<file path="src/rtl/dpram_pkg.sv">
package dpram_pkg;
  typedef enum logic [1:0] {
    WM_READ_FIRST  = 2'd0,
    WM_WRITE_FIRST = 2'd1,
    WM_NO_CHANGE   = 2'd2
  } wmode_e;
endpackage

</file>
<file path="src/rtl/dpram_array.sv">
module dpram_array #(
  parameter int DATA_W = 16,
  parameter int ADDR_W = 4,
  localparam int LANES = DATA_W / 8,
  localparam int DEPTH = 1 << ADDR_W
) (
  input  logic              clk_i,
  input  logic [LANES-1:0]  wr_a_i,
  input  logic [ADDR_W-1:0] addr_a_i,
  input  logic [DATA_W-1:0] wdata_a_i,
  input  logic [LANES-1:0]  wr_b_i,
  input  logic [ADDR_W-1:0] addr_b_i,
  input  logic [DATA_W-1:0] wdata_b_i,
  output logic [DATA_W-1:0] word_a_o,
  output logic [DATA_W-1:0] word_b_o
);
  logic [DATA_W-1:0] mem_q [DEPTH];

  assign word_a_o = mem_q[addr_a_i];
  assign word_b_o = mem_q[addr_b_i];

  // port B applied last; same-word result is undefined by contract
  always_ff @(posedge clk_i) begin
    for (int l = 0; l < LANES; l++) begin
      if (wr_a_i[l]) mem_q[addr_a_i][l*8 +: 8] <= wdata_a_i[l*8 +: 8];
    end
    for (int l = 0; l < LANES; l++) begin
      if (wr_b_i[l]) mem_q[addr_b_i][l*8 +: 8] <= wdata_b_i[l*8 +: 8];
    end
  end
endmodule

</file>
<file path="src/rtl/dpram_port.sv">
module dpram_port
  import dpram_pkg::*;
#(
  parameter int          DATA_W  = 16,
  parameter wmode_e      WMODE   = WM_READ_FIRST,
  parameter bit          OREG    = 1'b0,
  parameter logic [DATA_W-1:0] RST_VAL = '0,
  localparam int LANES = DATA_W / 8
) (
  input  logic              clk_i,
  input  logic              rst_ni,
  input  logic              en_i,
  input  logic [LANES-1:0]  wr_i,
  input  logic [DATA_W-1:0] wdata_i,
  input  logic [DATA_W-1:0] old_i,
  output logic [DATA_W-1:0] rdata_o
);
  logic [DATA_W-1:0] merged;
  logic [DATA_W-1:0] lat_q;
  logic              is_wr;

  assign is_wr = |wr_i;

  always_comb begin
    merged = old_i;
    for (int l = 0; l < LANES; l++) begin
      if (wr_i[l]) merged[l*8 +: 8] = wdata_i[l*8 +: 8];
    end
  end

  always_ff @(posedge clk_i or negedge rst_ni) begin
    if (!rst_ni) begin
      lat_q <= RST_VAL;
    end else if (en_i) begin
      if (!is_wr) begin
        lat_q <= old_i;
      end else begin
        case (WMODE)
          WM_READ_FIRST:  lat_q <= old_i;
          WM_WRITE_FIRST: lat_q <= merged;
          default:        lat_q <= lat_q;
        endcase
      end
    end
  end

  generate
    if (OREG) begin : g_oreg
      logic [DATA_W-1:0] pipe_q;
      always_ff @(posedge clk_i or negedge rst_ni) begin
        if (!rst_ni) pipe_q <= RST_VAL;
        else         pipe_q <= lat_q;
      end
      assign rdata_o = pipe_q;

      a_r8_one_stage_lag: assert property (@(posedge clk_i) disable iff (!rst_ni)
        rdata_o == $past(lat_q));
    end else begin : g_direct
      assign rdata_o = lat_q;
    end

    if (WMODE == WM_NO_CHANGE) begin : g_nc_chk
      a_r5_hold_on_write: assert property (@(posedge clk_i) disable iff (!rst_ni)
        (en_i && is_wr) |=> $stable(lat_q));
    end
    if (WMODE == WM_WRITE_FIRST) begin : g_wf_chk
      a_r4_full_word_shown: assert property (@(posedge clk_i) disable iff (!rst_ni)
        (en_i && (&wr_i)) |=> (lat_q == $past(wdata_i)));
    end
  endgenerate

  a_r7_idle_hold: assert property (@(posedge clk_i) disable iff (!rst_ni)
    !en_i |=> $stable(lat_q));
endmodule

</file>
<file path="src/rtl/dual_port_ram.sv">
module dual_port_ram
  import dpram_pkg::*;
#(
  parameter int     DATA_W  = 16,
  parameter int     ADDR_W  = 4,
  parameter wmode_e WMODE_A = WM_READ_FIRST,
  parameter wmode_e WMODE_B = WM_WRITE_FIRST,
  parameter bit     OREG_A  = 1'b0,
  parameter bit     OREG_B  = 1'b1,
  parameter bit     SPLIT   = 1'b0,
  parameter logic [DATA_W-1:0] RST_VAL = '0,
  localparam int LANES = DATA_W / 8
) (
  input  logic              clk_i,
  input  logic              rst_ni,
  input  logic              a_en_i,
  input  logic [LANES-1:0]  a_we_i,
  input  logic [ADDR_W-1:0] a_addr_i,
  input  logic [DATA_W-1:0] a_wdata_i,
  output logic [DATA_W-1:0] a_rdata_o,
  input  logic              b_en_i,
  input  logic [LANES-1:0]  b_we_i,
  input  logic [ADDR_W-1:0] b_addr_i,
  input  logic [DATA_W-1:0] b_wdata_i,
  output logic [DATA_W-1:0] b_rdata_o,
  output logic              collide_o
);
  logic [ADDR_W-1:0] phys_a, phys_b;
  logic [LANES-1:0]  wr_a, wr_b;
  logic [DATA_W-1:0] word_a, word_b;

  always_comb begin
    phys_a = a_addr_i;
    phys_b = b_addr_i;
    if (SPLIT) begin
      phys_a[ADDR_W-1] = 1'b0;
      phys_b[ADDR_W-1] = 1'b1;
    end
  end

  assign wr_a = a_en_i ? a_we_i : '0;
  assign wr_b = b_en_i ? b_we_i : '0;
  assign collide_o = (|wr_a) && (|wr_b) && (phys_a == phys_b);

  dpram_array #(.DATA_W(DATA_W), .ADDR_W(ADDR_W)) u_array (
    .clk_i     (clk_i),
    .wr_a_i    (wr_a),
    .addr_a_i  (phys_a),
    .wdata_a_i (a_wdata_i),
    .wr_b_i    (wr_b),
    .addr_b_i  (phys_b),
    .wdata_b_i (b_wdata_i),
    .word_a_o  (word_a),
    .word_b_o  (word_b)
  );

  dpram_port #(.DATA_W(DATA_W), .WMODE(WMODE_A), .OREG(OREG_A), .RST_VAL(RST_VAL)) u_port_a (
    .clk_i   (clk_i),
    .rst_ni  (rst_ni),
    .en_i    (a_en_i),
    .wr_i    (wr_a),
    .wdata_i (a_wdata_i),
    .old_i   (word_a),
    .rdata_o (a_rdata_o)
  );

  dpram_port #(.DATA_W(DATA_W), .WMODE(WMODE_B), .OREG(OREG_B), .RST_VAL(RST_VAL)) u_port_b (
    .clk_i   (clk_i),
    .rst_ni  (rst_ni),
    .en_i    (b_en_i),
    .wr_i    (wr_b),
    .wdata_i (b_wdata_i),
    .old_i   (word_b),
    .rdata_o (b_rdata_o)
  );

  generate
    if (SPLIT) begin : g_split_chk
      a_r10_no_cross_collide: assert property (@(posedge clk_i) disable iff (!rst_ni)
        !collide_o);
    end else begin : g_full_chk
      a_r11_collide_same_addr: assert property (@(posedge clk_i) disable iff (!rst_ni)
        collide_o |-> (a_addr_i == b_addr_i) && a_en_i && b_en_i);
    end
  endgenerate
endmodule

</file>
<file path="config.mk">
export PLATFORM = sky130hd
export DESIGN_NAME = dual_port_ram
export DESIGN_NICKNAME = d
export VERILOG_FILES = /design/src/rtl/dpram_pkg.sv /design/src/rtl/dpram_array.sv /design/src/rtl/dpram_port.sv /design/src/rtl/dual_port_ram.sv
export SDC_FILE = /design/constraint.sdc
export NUM_CORES = 1
export LEC_CHECK = 0
export BUFFER_PORTS_ARGS = -buffer_cell sky130_fd_sc_hd__buf_4
export CAP_MARGIN = 0
export CORE_MARGIN = 5
export CORE_UTILIZATION = 45
export DETAILED_ROUTE_END_ITERATION = 10
export GPL_TIMING_DRIVEN = 0
export PLACE_DENSITY = 0.57
export SLEW_MARGIN = 10
export SYNTH_ARGS = -nofsm -noshare
export SYNTH_HDL_FRONTEND = slang
export SYNTH_SLANG_ARGS = --single-unit
</file>
<file path="constraint.sdc">
create_clock -name clk_i -period 3.73 [get_ports clk_i]
set_input_delay 0.1865 -clock clk_i [delete_from_list [all_inputs] [get_ports clk_i]]
set_output_delay 0.1865 -clock clk_i [all_outputs]
set_load 0.05 [all_outputs]
</file>
* Yosys cells after proc, flatten, opt, wreduce, memory -nomap -nowiden
Memories as Yosys holds them, arrays and structs flattened. A register that Yosys moved wholly into a read port is not among the register bits.
Cells that the tools add are included.
** Operators by class
- Add/sub/neg operators :: 0
- Multipliers :: 0
- Div/mod/pow operators :: 0
- $lt $le $gt $ge :: 0
- Equal/unequal tests :: 1
- Shifts and indexed selects :: 0
- Muxes and demuxes :: 13
- Bitwise logic cells :: 0
- Reduce and logical (&&, ||, !) cells :: 5
** Operators by type and width (number)
- $mux W16 :: 1
- $mux W8 :: 2
- $mux W1 :: 8
- $eq A4 B4 Y1 :: 1
- $mux W2 :: 2
- $reduce_or A2 Y1 :: 2
- $logic_and A1 B1 Y1 :: 2
- $logic_not A1 Y1 :: 1
** Storage, ports and cells
- Flip-flop bits (word level) :: 32
- Bits in latches :: 0
- Memory bits (writable) :: 256
- ROM bits :: 0
- Output and inout port bits :: 33
- Memories kept :: 1
** Memory list
- u_array.mem_q :: depth 16, bits a word 16, read ports 2, clocked after memory_dff 1, wr ports 2, line dpram_array.sv:17 : logic [DATA_W-1:0] mem_q [DEPTH];

* Depth between registers and ports, before layout
- Depth after elaboration :: 4
- Depth in mapped cells :: 7
- Depth with buffers taken out :: 4

* Modules after synthesis
Synthesis repeated with hierarchy kept, for this count alone.
** Unflattened totals
- Cells, all modules :: 1060
- Area total of the unflattened synthesis :: 17090.1 um2
** Modules (own cells, without submodules)
- dpram_array :: times used 1, cells each 929, area each 15203.3 um2
- dpram_port (u_port_b) :: times used 1, cells each 85, area each 1151.1 um2
- dpram_port (u_port_a) :: times used 1, cells each 34, area each 649.4 um2
- dual_port_ram :: times used 1, cells each 12, area each 86.3 um2

* Least setup slack after synthesis
No wires, ideal clock.
- Path type :: input-to-output
- From :: input port a_addr_i[1]
- To :: output port collide_o
- Data arrival time :: 2.093 ns
- Setup slack :: 1.450 ns
- Stages :: 6
- Path buffers :: 3
- Cells stage by stage :: buf_4 > buf_2 > buf_4 > xnor2_1 > nand4_1 > nor3_1
** Between the ends
- Cells in the longest elaborated chain, start to end :: 2
** Ends and longest elaborated chain
- start: declaration :: line dual_port_ram.sv:18 : input logic [ADDR_W-1:0] a_addr_i,
- $eq A4 B4 Y1 :: line dual_port_ram.sv:43 : assign collide_o = (|wr_a) && (|wr_b) && (phys_a == phys_b);
- $logic_and A1 B1 Y1 :: line dual_port_ram.sv:43
- end: declaration :: line dual_port_ram.sv:26 : output logic collide_o
No other way between the ends.

* Worst setup path after layout
- From :: input port b_addr_i[3]
- To :: output port collide_o
** Between the ends
- Cells in the longest elaborated chain, start to end :: 2
** Ends and longest elaborated chain
- start: declaration :: line dual_port_ram.sv:23 : input logic [ADDR_W-1:0] b_addr_i,
- $eq A4 B4 Y1 :: line dual_port_ram.sv:43
- $logic_and A1 B1 Y1 :: line dual_port_ram.sv:43
No other way between the ends.

==> flow_metrics.tcl <==
set metrics [dict create \
    status "finished, final reports clean" \
    fin_crit_ns 2.69 \
    finClkSkew_ns 0.0245 \
    slowest_delay_ns 0.86 \
    io_pins 81 \
    cts_buffers 36 \
    ys_types 40 \
    grt_pass1_vias 12000 \
    cp_top_family "buffers and inverters" \
    hpwl_um 44600 \
    vias 12200 \
    worst_pin_slew_ns 1.35 \
    slew_headroom_pct 9.63 \
    die_w_um 205 \
    num_rows 71 \
    rsz0062_at_grt "no" \
    die_y_um 205 \
    crit_buf_inv 4 \
    cp-start-kind "primary input" \
    portBuffers 78 \
    power_density_mw_per_mm2 439 \
    nNetsFinal 1372 \
    antenna_found_initial 0 \
    dr.pass1.iters 5 \
    insertion_delay_ns 0.54 \
    drive_above_1_share_pct 39.5 \
    first_iter_violations 1408 \
    cts_root_buf "clkbuf_16" \
    crit_chain "buf_4, buf_2, clkbuf_1, xnor2_1, nand4_1, nor3_1, buf_4" \
    synth_seq_area_share_pct 51.8 \
    die_area_mm2 0.0421 \
    overflow 0 \
    hold_path_class "in -> reg" \
    path_max_fanout 10 \
    grt_pass1_wl_um 89000 \
    ys_warn_count 0 \
    synth-edff-count 256 \
    post-cts-setup-buffers 0 \
    cts.path.max_buffers 3 \
    clk_pin_slew_ns 0.06 \
    cts_tree "built" \
    finalHoldViolCount 0 \
    ctsResizeCount 0 \
    coreArea_mm2 0.0377 \
    holdBufCountCts 2 \
    crit_arrival_ns 2.50 \
    async_reset_ff_share_pct 15.8 \
    final.period_utilization_pct 72.1 \
    areaGrowthSynthToFinish_pct 14.7 \
    grt_start_max_net_pins 49 \
    max-cap-violations 0 \
    layout_commonest_cell "edfxtp_1" \
    grt_use_total_pct 30.2 \
    drc 0 \
    netlist_instances 1195 \
    crit_top_cell "buf_4" \
    endpoint_kind "output port" \
    drv_slew 0 \
    clock.fmax_mhz 372 \
    synth.cell_area_mm2 0.0171 \
    fin_tns_setup_ns 0 \
    avgViaCountPerCell 6.57 \
    ys_ff_latch 304 \
    wire_per_inst_um 34.3 \
    ctsHtreeMaxLevel 2 \
    syn_avg_cell_area_um2 14.3 \
    p_leak_nw 6.77 \
    final_cell_mix "256 x edfxtp_1, 255 x mux2_2, 128 x mux2i_1" \
    slowest_stage "clkbuf_1" \
    start_util_pct 45.5 \
    syn_nets 1243 \
    setup_violations 0 \
    cts_sinks 304 \
    peakVddDrop_uv 290 \
    wl_um 64000 \
    place_congestion 0.960 \
    ys.flop_type "edfxtp_1" \
    critPathKind "in -> out" \
    required_ns 3.54 \
    power_mw 8.63 \
    antenna_left 0 \
]
through the flow:
step / util (%) / setup slack (ns) / hold slack, ns / std cells / cell area, um2
after floorplan: - / 1.45 / -0.109 / 1195 / 17100
after global placement: 48.8 / 0.288 / 0.265 / 1784 / 18400
after detailed placement: 49.1 / 0.728 / 0.276 / 1795 / 18500
after CTS: 52.2 / 1.14 / 0.0115 / 1863 / 19600
after global routing: 52.2 / 1.04 / 0.0245 / 1863 / 19700
final: 52.2 / 1.04 / 0.0358 / 1864 / 19700
area by class of cell:
class | instances | area, um2
clock inverter | 15 | 111
clock buffer | 51 | 1030
sequential | 304 | 8890
tap | 511 | 639
fill | 3346 | 18000
multi-input combinational | 788 | 7760
timing repair buffer | 91 | 713
antenna | 1 | 2.50
buffer | 103 | 510
Yosys cell counts (2+ instances only):
library cell | n | share of area, %
mux4_2 | 64 | 8.4
nand3b_1 | 11 | 0.48
dfrtp_1 | 48 | 7.0
o22ai_1 | 68 | 2.5
a21oi_1 | 16 | 0.47
a221oi_1 | 10 | 0.51
buf_6 | 7 | 0.46
buf_4 | 14 | 0.61
nor3_4 | 6 | 0.57
nand4_1 | 3 | 0.11
nand2b_1 | 8 | 0.29
or3b_2 | 3 | 0.15
buf_1 | 9 | 0.20
nand4_2 | 2 | 0.15
clkbuf_1 | 58 | 1.3
buf_2 | 15 | 0.44
nand2_2 | 3 | 0.11
mux2_2 | 255 | 17
o2111ai_1 | 6 | 0.31
a211oi_1 | 10 | 0.44
nor3_1 | 13 | 0.38
mux2i_1 | 128 | 7.5
xnor2_1 | 4 | 0.20
a31oi_1 | 16 | 0.58
nand2_1 | 19 | 0.42
nor2b_1 | 10 | 0.36
a2111oi_0 | 6 | 0.31
o21bai_1 | 6 | 0.26
a22oi_1 | 16 | 0.70
nor2_4 | 4 | 0.26
nand3_1 | 16 | 0.47
nor2_1 | 36 | 0.79
o21ai_0 | 27 | 0.79
and2_1 | 4 | 0.15
edfxtp_1 | 256 | 45
nor2_2 | 13 | 0.47
nand3_4 | 2 | 0.20
logic make-up after synthesis:
kind of cell,after synthesis,synth area share (%)
and+or+nand+nor,155,5.44
DFF,304,51.8
AOI/OAI and AO/OA,181,6.85
muxes,448,32.7
buffers and inverters,103,2.98
xor gates and xnor gates,4,0.204
flip-flops by register name, indices dropped and copies added, names as in the netlist:
register          cells
u_array.mem_q       256
u_port_a.rdata_o     16
u_port_b.rdata_o     16
u_port_b.lat_q       16
power breakdown:
group | switching [mW] | internal [mW]
Combinational | 0.832 | 0.457
Clock | 1.43 | 2.00
Sequential | 0.0684 | 3.83
per-layer routing:
| metal | track usage (%) | part of all wire (%) |
|---|---|---|
| met5 | 0 | 0 |
| met4 | 8.56 | 2.9 |
| met3 | 9.88 | 13 |
| met2 | 43.5 | 43 |
| met1 | 43.9 | 41 |
worst register-to-register path, cell delays in order, from the launching register on:
cell and delay, ns:
edfxtp_1 0.40, mux4_2 0.49, a2111oi_1 1.20, a21oi_1 0.18
path summary, 6_finish.rpt:
check,start,end,slack [ns],depth (start not counted)
min reg2reg,u_port_b.lat_q[10],u_port_b.rdata_o[10],0.38,0
max in group asynchronous,rst_ni,u_port_b.lat_q[9],3.04,2
min,a_wdata_i[0],u_array.mem_q[4][0],0.04,2
max reg2reg,u_array.mem_q[2][6],u_port_b.lat_q[6],1.31,3
max,b_addr_i[3],collide_o,1.04,7
min in group asynchronous,rst_ni,u_port_b.rdata_o[7],0.23,2
Power figures use the tool's default switching activity.
